**src/rtl/cpu_clk_pkg.sv**
```systemverilog
package cpu_clk_pkg;
  localparam int unsigned DATA_W = 8;
  localparam int unsigned SEL_W  = 3;
  localparam int unsigned CNT_W  = 8;
  localparam logic [SEL_W-1:0] RST_SEL = 3'b010;

  // terminal count (ratio - 1) for each select code
  function automatic logic [CNT_W-1:0] term_of(input logic [SEL_W-1:0] sel);
    logic [CNT_W-1:0] t;
    unique case (sel)
      3'd0: t = 8'd7;
      3'd1: t = 8'd3;
      3'd2: t = 8'd1;
      3'd3: t = 8'd0;
      3'd4: t = 8'd15;
      3'd5: t = 8'd31;
      3'd6: t = 8'd127;
      default: t = 8'd255;
    endcase
    return t;
  endfunction
endpackage

```
**src/rtl/cpu_clk_ctrl_reg.sv**
```systemverilog
module cpu_clk_ctrl_reg
  import cpu_clk_pkg::*;
(
  input  logic              clk_i,
  input  logic              rst_ni,
  input  logic              wr_en_i,
  input  logic [DATA_W-1:0] wr_data_i,
  output logic [SEL_W-1:0]  sel_o,
  output logic [DATA_W-1:0] rd_data_o
);
  localparam int unsigned PAD_W = DATA_W - SEL_W;

  logic [SEL_W-1:0] sel_q;

  always_ff @(posedge clk_i or negedge rst_ni) begin
    if (!rst_ni)      sel_q <= RST_SEL;
    else if (wr_en_i) sel_q <= wr_data_i[SEL_W-1:0];
  end

  assign sel_o     = sel_q;
  assign rd_data_o = {{PAD_W{1'b0}}, sel_q};  // reserved bits read zero

  AST_WR_LOAD: assert property (@(posedge clk_i) disable iff (!rst_ni)
    wr_en_i |=> (sel_q == $past(wr_data_i[SEL_W-1:0])));
  AST_SEL_HOLD: assert property (@(posedge clk_i) disable iff (!rst_ni)
    !wr_en_i |=> $stable(sel_q));
endmodule

```
**src/rtl/cpu_clk_divider.sv**
```systemverilog
module cpu_clk_divider
  import cpu_clk_pkg::*;
(
  input  logic             clk_i,
  input  logic             rst_ni,
  input  logic [SEL_W-1:0] sel_i,
  output logic             en_o
);
  logic [CNT_W-1:0] cnt_q;
  logic [CNT_W-1:0] term_q;
  logic             hit;

  assign hit = (cnt_q == term_q);

  // new ratio is adopted only at terminal count
  always_ff @(posedge clk_i or negedge rst_ni) begin
    if (!rst_ni) begin
      cnt_q  <= '0;
      term_q <= term_of(RST_SEL);
    end else if (hit) begin
      cnt_q  <= '0;
      term_q <= term_of(sel_i);
    end else begin
      cnt_q  <= cnt_q + 1'b1;
    end
  end

  assign en_o = hit;

  AST_CNT_BOUND: assert property (@(posedge clk_i) disable iff (!rst_ni)
    cnt_q <= term_q);
  AST_TERM_HOLD: assert property (@(posedge clk_i) disable iff (!rst_ni)
    !en_o |=> $stable(term_q));
  AST_WRAP: assert property (@(posedge clk_i) disable iff (!rst_ni)
    en_o |=> (cnt_q == '0));
  AST_ADVANCE: assert property (@(posedge clk_i) disable iff (!rst_ni)
    !en_o |=> (cnt_q == $past(cnt_q) + 1'b1));
endmodule

```
**src/rtl/cpu_clk_prescaler.sv**
```systemverilog
module cpu_clk_prescaler
  import cpu_clk_pkg::*;
(
  input  logic              clk_i,
  input  logic              rst_ni,
  input  logic              wr_en_i,
  input  logic [DATA_W-1:0] wr_data_i,
  output logic [DATA_W-1:0] rd_data_o,
  output logic              cpu_en_o
);
  logic [SEL_W-1:0] sel;

  cpu_clk_ctrl_reg u_reg (
    .clk_i    (clk_i),
    .rst_ni   (rst_ni),
    .wr_en_i  (wr_en_i),
    .wr_data_i(wr_data_i),
    .sel_o    (sel),
    .rd_data_o(rd_data_o)
  );

  cpu_clk_divider u_div (
    .clk_i (clk_i),
    .rst_ni(rst_ni),
    .sel_i (sel),
    .en_o  (cpu_en_o)
  );
endmodule

```
**config.mk**
```make
export PLATFORM = sky130hd
export DESIGN_NAME = cpu_clk_prescaler
export DESIGN_NICKNAME = d
export VERILOG_FILES = /design/src/rtl/cpu_clk_pkg.sv /design/src/rtl/cpu_clk_ctrl_reg.sv /design/src/rtl/cpu_clk_divider.sv /design/src/rtl/cpu_clk_prescaler.sv
export SDC_FILE = /design/constraint.sdc
export NUM_CORES = 1
export LEC_CHECK = 0
export ABC_AREA = 1
export BUFFER_PORTS_ARGS = -buffer_cell sky130_fd_sc_hd__clkbuf_2
export CAP_MARGIN = 10
export CELL_PAD_IN_SITES_DETAIL_PLACEMENT = 1
export CELL_PAD_IN_SITES_GLOBAL_PLACEMENT = 2
export CORE_MARGIN = 8
export CORE_UTILIZATION = 30
export DETAILED_ROUTE_END_ITERATION = 8
export PLACE_DENSITY_LB_ADDON = 0.25
export SLEW_MARGIN = 20
export SYNTH_ARGS = -nofsm -noshare
export SYNTH_HDL_FRONTEND = slang
export SYNTH_SLANG_ARGS = --single-unit
```
**constraint.sdc**
```tcl
create_clock -name clk_i -period 1.6 [get_ports clk_i]
set_input_delay 0 -clock clk_i [delete_from_list [all_inputs] [get_ports clk_i]]
set_output_delay 0 -clock clk_i [all_outputs]
set_load 0.05 [all_outputs]
```
==> tab_implementation.tex <==
\begin{tabular}{lr}
\hline
Metric & Value \\
\hline
\multicolumn{2}{l}{\textbf{Finish}} \\
\quad Post-layout util & 40.3\% \\
\quad Share of layout cells above drive strength 1 & 30.3\% \\
\quad Multi-input combinational cell area & 460 um2 \\
\quad Syn-to-layout area delta & 32.4\% \\
\quad Diodes inserted & 0 \\
\quad Final \#Nets & 165 \\
\quad FF+latch area & 457 um2 \\
\quad Number of inserted filler cells in the final layout & 421 \\
\multicolumn{2}{l}{\textbf{Setup path}} \\
\quad Kind of start point of the critical path & flop \\
\quad Critical setup path kind & flop to primary output \\
\quad Kind of end point of the critical path & primary output \\
\quad Worst r2r dst & u\_div.cnt\_q[3] \\
\quad Reg-to-reg slack, setup & 200 ps \\
\quad Depth of the most critical reg-to-reg path & 9 \\
\quad Crit Reg-Reg Startpoint & u\_div.cnt\_q[6] \\
\quad Setup crit end & cpu\_en\_o \\
\quad Critical path required time & 1600 ps \\
\quad Worst path arrival time & 1510 ps \\
\quad Critical path fanouts, max & 4 \\
\quad CP startpoint & u\_div.cnt\_q[6] \\
\multicolumn{2}{l}{\textbf{Clocking}} \\
\quad Clock tree from TritonCTS & yes \\
\quad TritonCTS Sinks & 18 \\
\quad Cell at the root of the clock tree & clkbuf\_4 \\
\quad CTS H-Tree Depth & 1 \\
\quad Clock Pin Slew Worst Setup and Hold Paths & 110 ps \\
\quad Worst-skew pair later-pin latency & 300 ps \\
\quad Clock Path Buffers & 2 \\
\quad Total CTS buffers & 3 \\
\multicolumn{2}{l}{\textbf{Yosys}} \\
\quad Combined area of all synthesized cells & 985 um2 \\
\quad Compound-Gate Fraction of Synth Area & 4.45\% \\
\quad Count of distinct cell types in the synthesized netlist & 21 \\
\quad Yosys warns & 0 \\
\quad Synthesized flop and latch total & 18 \\
\quad Synthesized area divided by synthesized cell count & 8.21 um2 \\
\quad Proportion of synthesized area in mux cells & 0\% \\
\quad Post-Synth Adder-Cell Area & 1.27\% \\
\quad Synthesized instance count & 120 \\
\quad Share of the yosys chip area belonging to registers & 46.0\% \\
\quad Simple-Gate Fraction of Synth Area & 31.9\% \\
\quad Fraction of synthesized cell area in xor and xnor cells & 5.34\% \\
\quad Combinational family with the most area after synthesis & simple AND/OR/NAND/NOR gates \\
\multicolumn{2}{l}{\textbf{Timing}} \\
\quad Setup repair after global routing missed its margin & yes \\
\quad Clock Skew & 11.0 ps \\
\quad Fmax & 663 MHz \\
\quad Final Cycle Share & 94.3\% \\
\quad Total negative slack & 0 ps \\
\quad Worst hold slack across all endpoints & 179 ps \\
\quad Setup-failing EPs final & 0 \\
\quad Number of pins exceeding their max-slew limit in the final report & 0 \\
\quad Final Hold Vio Count & 0 \\
\quad Tmin final & 1510 ps \\
\multicolumn{2}{l}{\textbf{Placement}} \\
\quad HPWL after DPL & 1660 um \\
\quad Final RePlAce weighted congestion & 0.718 \\
\quad I/O Buffers & 9 \\
\multicolumn{2}{l}{\textbf{Die}} \\
\quad Top-level I/O count & 20 \\
\quad Standard-cell rows & 21 \\
\quad Core region area & 0.00323 mm2 \\
\quad Die Area & 0.00537 mm2 \\
\quad Initial Utilization & 30.5\% \\
\quad Die X & 73.3 um \\
\quad Height of the chip & 73.3 um \\
\multicolumn{2}{l}{\textbf{Power}} \\
\quad Power Dens Cells & 1630 mW/mm2 \\
\quad Leak & 0.659 nW \\
\quad Tot Pwr & 0.00213 W \\
\quad Peak supply drop & 433 uV \\
\multicolumn{2}{l}{\textbf{Route}} \\
\quad DRC violation total after the first TritonRoute iteration & 35 \\
\quad Detailed Route WL & 2350 um \\
\quad Routed wire length per instance & 11.9 um \\
\quad Drt pass-1 iters & 5 \\
\quad DRC violation count after routing & 0 \\
\quad Detail Route Antenna Nets & 0 \\
\quad Via count of the routed design & 836 \\
\quad Mean number of vias per cell & 4.22 \\
\multicolumn{2}{l}{\textbf{Global route}} \\
\quad Pin count of the biggest net entering global routing & 19 \\
\quad Global-route wire length before repair & 4080 um \\
\quad Number of antenna violations at the first check in global routing & 0 \\
\quad Total track usage & 9.91\% \\
\quad Total grt overflow & 0 \\
\quad Via count of the first global-routing pass & 921 \\
\multicolumn{2}{l}{\textbf{Run status}} \\
\quad Run status & finished, final reports clean \\
\multicolumn{2}{l}{\textbf{Hold path}} \\
\quad Hold Path Class & input port to async pin \\
\multicolumn{2}{l}{\textbf{Job}} \\
\quad Max-cap violation count & 0 \\
\hline
\end{tabular}
layer usage:
metal  wire, um  global-route usage, %  vias up  share of wire (%)
met5          0                      0        -                  0
met2       1240                   17.7       12                 53
li1           -                      -      423                  -
met3        122                   3.55        4                5.2
met4         29                   4.66        0                1.2
met1        961                   9.99      397                 41
flip-flops by register name, indices dropped and copies added (netlist names):
| name | cells |
|---|---|
| u_reg.sel_o | 3 |
| u_div.term_q | 7 |
| u_div.cnt_q | 8 |
where the power goes:
part           internal [W]  switching, W
logic              0.000487      0.000557
clock network     0.0000970      0.000144
registers          0.000646      0.000196
total               0.00123      0.000897
worst min-delay path by stage:
stage                     endpoint  slack, ps  depth (start not counted)
floorplan           u_div.cnt_q[0]       -300                          0
global placement    u_div.cnt_q[2]        -20                          1
detailed placement  u_div.cnt_q[2]        -20                          1
CTS                 u_div.cnt_q[6]        180                          2
global route        u_div.cnt_q[6]        200                          2
finish              u_div.cnt_q[6]        180                          2
critical path: stages, from the launching register on:
cell	delay [ps]
dfrtp_1	430
nor2_2	140
nand2_1	70
nand2_1	100
inv_2	70
nor2_8	120
nand2_8	80
inv_8	60
clkbuf_16	150
layout by cell type (no fill, tap or decap), types with 3 or more instances in the layout:
cell and instances:
inv_1 14, clkbuf_4 3, conb_1 5, nor2_2 9
buf_4 12, nand2_1 38, dfrtp_2 3, dlygate4sd3_1 8
o21ai_0 5, clkbuf_2 8, xnor2_1 4, nand3_1 11
dfrtp_1 13
area by class of cell:
cell class              instances  area share [%]
well taps                      46            4.41
clock buffers                   4            2.02
flip-flops and latches         18            35.0
inverters                      16            5.18
repair buffers                 29            18.0
multi-input cells              85            35.3
stage by stage:
stage	worst slack, ps	std cells	area, um2
floorplan	301	124	1000
global placement	199	176	1080
detailed placement	184	176	1080
CTS	32.8	190	1220
global route	-7.97	198	1300
finish	90.7	198	1300
what timing repair did:
item                                   4_1_cts  5_1_grt
hold buffers                                 8        0
resized for setup                            4        5
setup endpoints to repair                    1        1
endpoints found under the hold margin       21        0
setup buffers                                2        8
pin swaps                                    0        4
Yosys cell counts, drive strengths merged:
cell,instances,share of area [%]
a31o,1,0.89
buf,5,3.8
nand4,1,0.64
xnor2,5,4.4
xor2,1,0.89
nor2,13,9.7
a21oi,2,1.0
dfrtp,16,41
nand3,11,5.6
conb,1,0.38
inv,16,6.9
nand2,40,16
ha,1,1.3
o21ai,5,2.5
dfstp,2,5.3
cells by family (layout without fill, tap and decap cells):
logic type | Yosys count | count (layout)
and+or+nand+nor | 65 | 65
AOI/OAI and AO/OA | 8 | 8
other | 1 | 5
buffers and inverters | 21 | 49
adders and majority gates | 1 | 1
DFF | 18 | 18
xor gates and xnor gates | 6 | 6
No activity file was read; power rests on OpenSTA's default activity.
